===== src/rtl/irq_ctx_seq_pkg.sv =====
package irq_ctx_seq_pkg;

  typedef enum logic [2:0] {
    OP_IDLE,
    OP_ENT_N,
    OP_ENT_F,
    OP_RET_N,
    OP_RET_F
  } seqOpE;

  // strobes from control to datapath, one cycle each
  typedef struct packed {
    logic accept;   // latch live context and handler
    logic saveBk;   // copy live PC/PSW into backup pair
    logic wrPsw;    // push PSW word
    logic wrPc;     // push PC word
    logic rdPc;     // pop PC word
    logic rdPsw;    // pop PSW word
    logic capPc;    // capture returning PC word
    logic capPsw;   // capture returning PSW word
    logic finEntN;  // final cycle of normal entry
    logic finEntF;  // final cycle of fast entry
    logic finRetN;  // final cycle of normal return
    logic finRetF;  // final cycle of fast return
  } seqStrobeS;

endpackage


===== src/rtl/irq_ctx_ctrl.sv =====
module irq_ctx_ctrl
  import irq_ctx_seq_pkg::*;
#(
  parameter int ENT_N_CYC = 7,  // needs >= 2
  parameter int ENT_F_CYC = 5,  // needs >= 1
  parameter int RET_N_CYC = 6,  // needs >= 4
  parameter int RET_F_CYC = 3   // needs >= 1
) (
  input  logic      clk,
  input  logic      rstN,
  input  logic      irqReq,
  input  logic      irqFast,
  input  logic      irqEnable,
  input  logic      retNormal,
  input  logic      retFast,
  output seqStrobeS strb,
  output logic      busy
);

  localparam int MAX_AB  = (ENT_N_CYC > ENT_F_CYC) ? ENT_N_CYC : ENT_F_CYC;
  localparam int MAX_CD  = (RET_N_CYC > RET_F_CYC) ? RET_N_CYC : RET_F_CYC;
  localparam int MAX_CYC = (MAX_AB > MAX_CD) ? MAX_AB : MAX_CD;
  localparam int STEP_W  = $clog2(MAX_CYC + 1);

  seqOpE             op;
  logic [STEP_W-1:0] step;
  logic [STEP_W-1:0] opLast;
  logic              bkFull;
  logic              idle, lastStep, goIrq;
  logic              goEntN, goEntF, goRetN, goRetF;

  always_comb begin
    idle   = (op == OP_IDLE);
    goRetF = idle && retFast && bkFull;
    goRetN = idle && retNormal && !goRetF;
    goIrq  = idle && irqReq && irqEnable && !goRetF && !retNormal;
    goEntF = goIrq && irqFast && !bkFull;
    goEntN = goIrq && !irqFast;
  end

  always_comb begin
    case (op)
      OP_ENT_N: opLast = STEP_W'(ENT_N_CYC - 1);
      OP_ENT_F: opLast = STEP_W'(ENT_F_CYC - 1);
      OP_RET_N: opLast = STEP_W'(RET_N_CYC - 1);
      OP_RET_F: opLast = STEP_W'(RET_F_CYC - 1);
      default:  opLast = '0;
    endcase
    lastStep = !idle && (step == opLast);
  end

  always_comb begin
    strb         = '0;
    strb.accept  = goEntN || goEntF || goRetN || goRetF;
    strb.saveBk  = goEntF;
    strb.wrPsw   = (op == OP_ENT_N) && (step == STEP_W'(0));
    strb.wrPc    = (op == OP_ENT_N) && (step == STEP_W'(1));
    strb.rdPc    = (op == OP_RET_N) && (step == STEP_W'(0));
    strb.rdPsw   = (op == OP_RET_N) && (step == STEP_W'(1));
    strb.capPc   = (op == OP_RET_N) && (step == STEP_W'(1));
    strb.capPsw  = (op == OP_RET_N) && (step == STEP_W'(2));
    strb.finEntN = (op == OP_ENT_N) && lastStep;
    strb.finEntF = (op == OP_ENT_F) && lastStep;
    strb.finRetN = (op == OP_RET_N) && lastStep;
    strb.finRetF = (op == OP_RET_F) && lastStep;
  end

  always_ff @(posedge clk) begin
    if (!rstN) begin
      op     <= OP_IDLE;
      step   <= '0;
      bkFull <= 1'b0;
    end else begin
      if (idle) begin
        step <= '0;
        if (goRetF)      op <= OP_RET_F;
        else if (goRetN) op <= OP_RET_N;
        else if (goEntF) op <= OP_ENT_F;
        else if (goEntN) op <= OP_ENT_N;
      end else if (lastStep) begin
        op   <= OP_IDLE;
        step <= '0;
      end else begin
        step <= step + STEP_W'(1);
      end
      if (goEntF)            bkFull <= 1'b1;
      else if (strb.finRetF) bkFull <= 1'b0;
    end
  end

  assign busy = !idle;

endmodule


===== src/rtl/irq_ctx_dp.sv =====
module irq_ctx_dp
  import irq_ctx_seq_pkg::*;
#(
  parameter int XLEN   = 32,
  parameter int IE_BIT = 16
) (
  input  logic            clk,
  input  logic            rstN,
  input  seqStrobeS       strb,
  input  logic [XLEN-1:0] curPc,
  input  logic [XLEN-1:0] curPsw,
  input  logic [XLEN-1:0] spIn,
  input  logic [XLEN-1:0] vecPc,
  input  logic [XLEN-1:0] memRdData,
  output logic            memWrEn,
  output logic            memRdEn,
  output logic [XLEN-1:0] memAddr,
  output logic [XLEN-1:0] memWrData,
  output logic            pcLoad,
  output logic [XLEN-1:0] pcOut,
  output logic            pswLoad,
  output logic [XLEN-1:0] pswOut,
  output logic            spLoad,
  output logic [XLEN-1:0] spOut
);

  localparam logic [XLEN-1:0] WORD    = XLEN'(XLEN / 8);
  localparam logic [XLEN-1:0] IE_MASK = {{(XLEN-1){1'b0}}, 1'b1} << IE_BIT;

  logic [XLEN-1:0] ctxPc, ctxPsw, spWork, handler;
  logic [XLEN-1:0] bkPc, bkPsw, popPc, popPsw;

  always_ff @(posedge clk) begin
    if (!rstN) begin
      ctxPc   <= '0;
      ctxPsw  <= '0;
      spWork  <= '0;
      handler <= '0;
      bkPc    <= '0;
      bkPsw   <= '0;
      popPc   <= '0;
      popPsw  <= '0;
    end else begin
      if (strb.accept) begin
        ctxPc   <= curPc;
        ctxPsw  <= curPsw;
        spWork  <= spIn;
        handler <= vecPc;
      end
      if (strb.saveBk) begin
        bkPc  <= curPc;
        bkPsw <= curPsw;
      end
      if (strb.capPc)  popPc  <= memRdData;
      if (strb.capPsw) popPsw <= memRdData;
    end
  end

  always_comb begin
    memWrEn   = strb.wrPsw || strb.wrPc;
    memRdEn   = strb.rdPc || strb.rdPsw;
    memAddr   = '0;
    memWrData = '0;
    if (strb.wrPsw) begin
      memAddr   = spWork - WORD;
      memWrData = ctxPsw;
    end else if (strb.wrPc) begin
      memAddr   = spWork - (WORD << 1);
      memWrData = ctxPc;
    end else if (strb.rdPc) begin
      memAddr = spWork;
    end else if (strb.rdPsw) begin
      memAddr = spWork + WORD;
    end
  end

  always_comb begin
    pcLoad  = strb.finEntN || strb.finEntF || strb.finRetN || strb.finRetF;
    pswLoad = pcLoad;
    spLoad  = strb.finEntN || strb.finRetN;
    pcOut   = '0;
    pswOut  = '0;
    spOut   = '0;
    if (strb.finEntN || strb.finEntF) begin
      pcOut  = handler;
      pswOut = ctxPsw & ~IE_MASK;
    end else if (strb.finRetN) begin
      pcOut  = popPc;
      pswOut = popPsw;
    end else if (strb.finRetF) begin
      pcOut  = bkPc;
      pswOut = bkPsw;
    end
    if (strb.finEntN)      spOut = spWork - (WORD << 1);
    else if (strb.finRetN) spOut = spWork + (WORD << 1);
  end

endmodule


===== src/rtl/irq_ctx_seq.sv =====
module irq_ctx_seq
  import irq_ctx_seq_pkg::*;
#(
  parameter int XLEN      = 32,
  parameter int IE_BIT    = 16,
  parameter int ENT_N_CYC = 7,
  parameter int ENT_F_CYC = 5,
  parameter int RET_N_CYC = 6,
  parameter int RET_F_CYC = 3
) (
  input  logic            clk,
  input  logic            rstN,
  input  logic            irqReq,
  input  logic            irqFast,
  input  logic [XLEN-1:0] vecPc,
  input  logic [XLEN-1:0] curPc,
  input  logic [XLEN-1:0] curPsw,
  input  logic [XLEN-1:0] spIn,
  input  logic            retNormal,
  input  logic            retFast,
  output logic            memWrEn,
  output logic            memRdEn,
  output logic [XLEN-1:0] memAddr,
  output logic [XLEN-1:0] memWrData,
  input  logic [XLEN-1:0] memRdData,
  output logic            pcLoad,
  output logic [XLEN-1:0] pcOut,
  output logic            pswLoad,
  output logic [XLEN-1:0] pswOut,
  output logic            spLoad,
  output logic [XLEN-1:0] spOut,
  output logic            busy
);

  seqStrobeS strb;

  irq_ctx_ctrl #(
    .ENT_N_CYC(ENT_N_CYC),
    .ENT_F_CYC(ENT_F_CYC),
    .RET_N_CYC(RET_N_CYC),
    .RET_F_CYC(RET_F_CYC)
  ) ctrlI (
    .clk      (clk),
    .rstN     (rstN),
    .irqReq   (irqReq),
    .irqFast  (irqFast),
    .irqEnable(curPsw[IE_BIT]),
    .retNormal(retNormal),
    .retFast  (retFast),
    .strb     (strb),
    .busy     (busy)
  );

  irq_ctx_dp #(
    .XLEN  (XLEN),
    .IE_BIT(IE_BIT)
  ) dpI (
    .clk      (clk),
    .rstN     (rstN),
    .strb     (strb),
    .curPc    (curPc),
    .curPsw   (curPsw),
    .spIn     (spIn),
    .vecPc    (vecPc),
    .memRdData(memRdData),
    .memWrEn  (memWrEn),
    .memRdEn  (memRdEn),
    .memAddr  (memAddr),
    .memWrData(memWrData),
    .pcLoad   (pcLoad),
    .pcOut    (pcOut),
    .pswLoad  (pswLoad),
    .pswOut   (pswOut),
    .spLoad   (spLoad),
    .spOut    (spOut)
  );

endmodule


===== config.mk =====
export PLATFORM = sky130hd
export DESIGN_NAME = irq_ctx_seq
export DESIGN_NICKNAME = d
export VERILOG_FILES = /design/src/rtl/irq_ctx_seq_pkg.sv /design/src/rtl/irq_ctx_ctrl.sv /design/src/rtl/irq_ctx_dp.sv /design/src/rtl/irq_ctx_seq.sv
export SDC_FILE = /design/constraint.sdc
export NUM_CORES = 1
export LEC_CHECK = 0
export ABC_AREA = 1
export BUFFER_PORTS_ARGS = -buffer_cell sky130_fd_sc_hd__buf_2
export CAP_MARGIN = 25
export CELL_PAD_IN_SITES_DETAIL_PLACEMENT = 1
export CELL_PAD_IN_SITES_GLOBAL_PLACEMENT = 2
export CORE_UTILIZATION = 30
export CTS_CLUSTER_DIAMETER = 100
export DETAILED_ROUTE_END_ITERATION = 8
export MAX_ROUTING_LAYER = met4
export PLACE_DENSITY_LB_ADDON = 0.1
export SLEW_MARGIN = 20
export SYNTH_ARGS = -nofsm -noshare
export SYNTH_HDL_FRONTEND = slang
export SYNTH_SLANG_ARGS = --single-unit
export TNS_END_PERCENT = 50

===== constraint.sdc =====
create_clock -name clk -period 4.4 [get_ports clk]
set_input_delay 0.22 -clock clk [delete_from_list [all_inputs] [get_ports clk]]
set_output_delay 0.22 -clock clk [all_outputs]
set_load 0.02 [all_outputs]

Yosys cells after proc, flatten, opt, wreduce, memory -nomap -nowiden

Cells that the tools add are included.

Logic and storage cells: 89
Register bits after elaboration: 263
Input port bits: 166
Output and inout port bits: 166

Reduce and logical (&&, ||, !) cells: 41
Bitwise operators: 1
Equality and inequality tests: 8
Muxes and demuxes: 23
Add/subtract/negate cells: 5

Operators with widths:

| kind                                                                   | number |
|---|---|
| 32-bit 2-to-1 mux                                                      | 14 |
| 32-bit by 3-bit adder with 32-bit output (second input constant)       | 1 |
| 32-bit by 4-bit adder with 32-bit output (second input constant)       | 1 |
| 32-bit by 3-bit subtractor with 32-bit output (second input constant)  | 1 |
| 32-bit by 4-bit subtractor with 32-bit output (second input constant)  | 1 |
| 1-bit logical AND                                                      | 21 |
| 3-bit 2-to-1 mux                                                       | 6 |
| 3-bit case mux with 4 select lines                                     | 1 |
| 3-bit by 2-bit equality test with 1-bit output (second input constant) | 3 |
| 1-bit logical OR                                                       | 9 |
| 3-bit by 1-bit equality test with 1-bit output (second input constant) | 2 |
| 3-bit logical NOT                                                      | 2 |
| 1-bit logical NOT                                                      | 5 |
| 5-bit != test (second input constant)                                  | 1 |
| 2-bit nonzero test                                                     | 2 |
| 3-bit by 1-bit adder with 3-bit output (second input constant)         | 1 |
| 3-bit equality test                                                    | 1 |
| 3-bit equality test (second input constant)                            | 1 |
| 3-bit OR reduction                                                     | 1 |
| 1-bit 2-to-1 mux                                                       | 2 |
| 2-bit AND reduction                                                    | 1 |
| 1-bit NOT                                                              | 1 |

Longest topological paths before layout

Word-level depth: 12
Gate-level depth with buffers: 13
Depth with buffers taken out: 13

Modules after synthesis

A second synthesis with hierarchy kept.

Cell total of the unflattened synthesis: 2,276
Area total of the unflattened synthesis: 14,554.0 um^2

Modules (own cells, without submodules):

| module       | seq. area each (um^2) | cells each | area each (um^2) | times used |
|---|---|---|---|---|
| irq_ctx_dp   | 5,124.9               | 2,185      | 13,949.6         | 1 |
| irq_ctx_ctrl | 140.1                 | 91         | 604.3            | 1 |

Worst setup path before layout

No wires, ideal clock.

Path type: reg-to-output
Start point: reg dpI.spWork[3]
End point: out memAddr[23]
Path slack: 2,180 ps
Path buffers: 0
Arrival time: 2,000 ps
Stages on the path, launching flop included: 9
Required time: 4,180 ps
Path through: dfxtp_1 -> inv_1 -> ha_1 -> nand3_1 -> nor2_2 -> nand2_1 -> nor2_1 -> xor2_1 -> o21ai_0

Word-level cells in the longest chain between the ends: 5
Elaborated cells between the ends (all ways): 7
Classes of those cells: add/sub (3); mux (4)

RTL lines:

| what                                     | line              | RTL |
|---|---|---|
| from (decl)                              | irq_ctx_dp.sv:30  | `logic [XLEN-1:0] ctxPc, ctxPsw, spWork, handler;` |
| from (signal assigned)                   | irq_ctx_dp.sv:47  | `spWork <= spIn;` |
| 32-bit by 3-bit adder with 32-bit output | irq_ctx_dp.sv:73  | `memAddr = spWork + WORD;` |
| 32-bit 2-to-1 mux                        | irq_ctx_dp.sv:72  | `end else if (strb.rdPsw) begin` |
| 32-bit 2-to-1 mux                        | irq_ctx_dp.sv:70  | `end else if (strb.rdPc) begin` |
| 32-bit 2-to-1 mux                        | irq_ctx_dp.sv:67  | `end else if (strb.wrPc) begin` |
| 32-bit 2-to-1 mux *                      | irq_ctx_dp.sv:64  | `if (strb.wrPsw) begin` |
| to (decl)                                | irq_ctx_seq.sv:23 | `output logic [XLEN-1:0] memAddr,` |

Every way passes the cells marked *; elsewhere a longest branch is shown, timed or not.

Worst setup path after layout

Start point: reg ctrlI.op[2]
End point: out pswOut[22]

Word-level cells in the longest chain between the ends: 8
Elaborated cells between the ends (all ways): 17
Classes of those cells: eq/ne (5); mux (4); reduce/logical (8)

RTL lines:

| what                                              | line                                   | RTL |
|---|---|---|
| from (decl)                                       | irq_ctx_ctrl.sv:25                     | `seqOpE op;` |
| from (signal assigned)                            | irq_ctx_ctrl.sv:70                     | `op <= OP_IDLE;` |
| from (signal assigned)                            | irq_ctx_ctrl.sv:76                     | `if (goRetF) op <= OP_RET_F;` |
| from (signal assigned)                            | irq_ctx_ctrl.sv:77                     | `else if (goRetN) op <= OP_RET_N;` |
| 3-bit equality test, or another cell as far along | irq_ctx_ctrl.sv:42, irq_ctx_ctrl.sv:65 |  |
| 3-bit case mux with 4 select lines                | irq_ctx_ctrl.sv:42                     | `case (op)` |
| 3-bit equality test                               | irq_ctx_ctrl.sv:49                     | `lastStep = !idle && (step == opLast);` |
| 1-bit logical AND                                 | irq_ctx_ctrl.sv:49                     |  |
| 1-bit logical AND                                 | irq_ctx_ctrl.sv:65                     | `strb.finRetF = (op == OP_RET_F) && lastStep;` |
| 32-bit 2-to-1 mux                                 | irq_ctx_dp.sv:90                       | `end else if (strb.finRetF) begin` |
| 32-bit 2-to-1 mux                                 | irq_ctx_dp.sv:87                       | `end else if (strb.finRetN) begin` |
| 32-bit 2-to-1 mux *                               | irq_ctx_dp.sv:84                       | `if (strb.finEntN \|\| strb.finEntF) begin` |
| to (decl)                                         | irq_ctx_seq.sv:29                      | `output logic [XLEN-1:0] pswOut,` |

Marks and branches as above.

==> metrics.txt <==
gpl congestion=0.877; drt pass-1 iters=5; worst-path fanout max=33; Layout area overhead=32.2%; Setup crit end kind=primary output; FFs w/ async S/R, synth=0%; Slew @ Worst Pin=0.986 ns; Worst R2R Setup Slack=1.64 ns; antenna-violating nets left=0; GRT Total Usage=28.0%; Final Hold Fails=1; RSZ-0062 raised after global routing=false; R2R Path Start=ctrlI.op[0]; final setup TNS=0 ns; Fin Clk Skew=0.00913 ns; Clock Latency Late Sink=0.55 ns; Hold Path Depth=3; Final HPWL DP=45500 µm; final hold slack=-0.00287 ns; Overflow after GRT=0; vias in the first global route=17342; critical path launch point type=flip-flop; VDD IR-drop max=0.267 mV; post-cts repair resize count=0; layout cells sized above 1=15.6%; hold endpoint=dpI.spWork[3]; # Post-CTS Setup Buffers=0; Layout Nets=2869; Ys Warns=0; Finish-stage setup viols=0; Hold Path Class=primary input to flip-flop; period utilization=81.0%; register area=5270 µm²; CTS tree=yes; arrival time at the worst endpoint=3.35 ns; CTS HTree Levels=2; synthesized area=14200 µm²; reg2reg end=dpI.popPsw[11]; Syn Nets=2480; Die ar.=48100 µm²; antenna violations before repair=4; I/O pins=332; top cell type by total area after synthesis=dfxtp_1; Period minus WS final=3.57 ns; run status=complete, but fails checks; clock sink count=263; total CTS buffers=34; switching power total=0.00301 W; failing checks=hold timing; sequential-to-total area share from yosys stat=37.2%; Crit path required time=4.18 ns; top post-synthesis cells by count=581 x nor2_1, 570 x nand2_1, 318 x o21ai_0; row cnt=79; first-pass GRT wire length=99500 µm; Final Max Slew Viols=0; CP Class=flip-flop to primary output; syn avg cell area=6.14 µm²; Hold Startpoint=spIn[3]; largest net degree at the start of global routing=125; Seq pwr share=36.5%; most common flop cell mapped by yosys=dfxtp_1; EDFF count, synth=0; core area=46600 µm²; maximum clock insertion buffer count=3; Synth top area share=37.2%; Chip Height=219 µm; switch share=37.2%; Iteration-0 DRC Markers=847; DRT Wirelength=65600 µm; area of the multi-input gates=7940 µm²; WL/cell=19.7 µm; PwrDens=433 nW/µm²; clk slew on worst S/H paths=0.06 ns; FF+latch count, synth=263; via-per-instance ratio=4.96; vias post-DR=16501; internal power=0.00509 W; # Max-Cap Violations=0; Logic pwr share=28.2%; Cells after Synth=2305; count leader, synth=nor2_1; LEAKAGE=8.40 nW; drt drc=0; number of port buffers=331; synth top area cells=dfxtp_1 37%, nor2_1 15%, nand2_1 15%; maximum clock rate=0.280 GHz; die width=219 µm; Fillers=6179; Reg2Reg Depth=7; Root Buffer=clkbuf_16; Slew Limit Headroom=34.1%; initial core utilization=30.4%; Clk pwr share=35.2%; Cell variety after synth=28
## cells in the final DEF (no fill, tap or decap), types with 2 or more instances in the layout
master / instances
clkbuf_8: 7
dfxtp_1: 263
dlygate4sd3_1: 136
nand3_1: 145
diode_2: 4
nand2_1: 568
clkbuf_16: 34
inv_1: 85
clkbuf_1: 11
a31oi_1: 2
nand4_1: 8
o21ai_1: 18
inv_2: 8
nor2_1: 579
clkinv_1: 4
bufinv_16: 3
clkinv_2: 3
buf_2: 330
nor3_1: 8
ha_1: 9
xor2_1: 54
a21oi_1: 69
a22oi_1: 2
nand2_2: 4
and2_1: 8
nor2_2: 3
buf_4: 24
nor2_4: 3
o21ai_0: 318
o211ai_1: 2
xnor2_1: 2
## flip-flops by register name (all words and copies together), names as in the netlist
| signal | cells |
|---|---|
| ctrlI.bkFull | 1 |
| ctrlI.op | 3 |
| ctrlI.step | 3 |
| dpI.bkPc | 32 |
| dpI.bkPsw | 32 |
| dpI.ctxPc | 32 |
| dpI.ctxPsw | 32 |
| dpI.handler | 32 |
| dpI.popPc | 32 |
| dpI.popPsw | 32 |
| dpI.spWork | 32 |
## worst max-delay path, cell delays in order, from the launching register on
cell and delay (ns):
dfxtp_1 0.40, nor2_1 0.09, nand2_1 0.19, inv_2 0.07, nor2_2 0.09, xor2_1 0.22
nand2_2 0.20, nor2_4 0.76, buf_12 0.30, nand2_1 0.08, nand3_1 0.15, buf_2 0.19
## stage by stage
| stage | setup slack [ns] | cells | utilization, % | cell area [µm²] | power, W |
|---|---|---|---|---|---|
| final | 0.834 | 3328 | 40.2 | 18700 | 0.00810 |
| after global routing | 0.584 | 3328 | 40.2 | 18700 | 0.00856 |
| after CTS | 0.754 | 3323 | 40.1 | 18700 | 0.00817 |
| after detailed placement | 1.35 | 3128 | 34.8 | 16200 | 0.00518 |
| after global placement | 1.42 | 3128 | 34.8 | 16200 | 0.00514 |
| after floorplan | 2.18 | 2305 | - | 14200 | 0.00435 |
## how the worst max path moves through the flow
stage | start | to | slack, ns | cells past startpoint
floorplan | dpI.spWork[3] | memAddr[23] | 2.18 | 8
global placement | ctrlI.op[1] | pswOut[22] | 1.42 | 11
detailed placement | ctrlI.op[1] | pswOut[22] | 1.35 | 11
CTS | ctrlI.op[2] | pcOut[0] | 0.75 | 11
global route | ctrlI.op[2] | pswOut[22] | 0.58 | 11
finish | ctrlI.op[2] | pswOut[22] | 0.83 | 11
## routing by layer
layer,GRT usage (%),up-vias,share of wire (%)
met5,-,-,0
met3,4.41,95,4.0
met1,32.9,7976,44
li1,-,8125,-
met2,48.2,305,49
met4,9.79,0,3.3
## timing repair
| action | 4_1_cts | 5_1_grt |
|---|---|---|
| endpoints found under the hold margin | 208 | 0 |
| endpoints found under the setup margin | 0 | 0 |
| hold buffers | 136 | 0 |
## kinds of logic (layout without fill, tap and decap cells)
logic type	count (synthesis)	in the layout	share of synthesized area (%)
XOR/XNOR	56	56	3.47
adder cells (fa/ha/maj)	9	9	0.796
AO/OA/AOI/OAI	411	411	14.6
flip-flops	263	263	37.2
buffers and inverters	238	650	6.85
other	0	4	0
AND/OR/NAND/NOR	1328	1328	37.1
## cell type report
class	instances	share of cell area, %
multi-input combinational	1804	42.4
timing repair buffer	493	17.4
tap	607	4.06
clock inverter	7	0.649
antenna	4	0.0535
sequential	263	28.1
clock buffer	52	5.28
inverter	98	1.99
## power by group through the flow
| stage | sequential (W) | clock [W] | combinational (W) |
|---|---|---|---|
| after global routing | 0.00300 | 0.00301 | 0.00255 |
| final | 0.00296 | 0.00285 | 0.00229 |
| after floorplan | 0.00286 | 0 | 0.00149 |
| after detailed placement | 0.00300 | 0 | 0.00218 |
| after global placement | 0.00300 | 0 | 0.00214 |
| after CTS | 0.00296 | 0.00292 | 0.00229 |
Power figures use the tool's default switching activity.
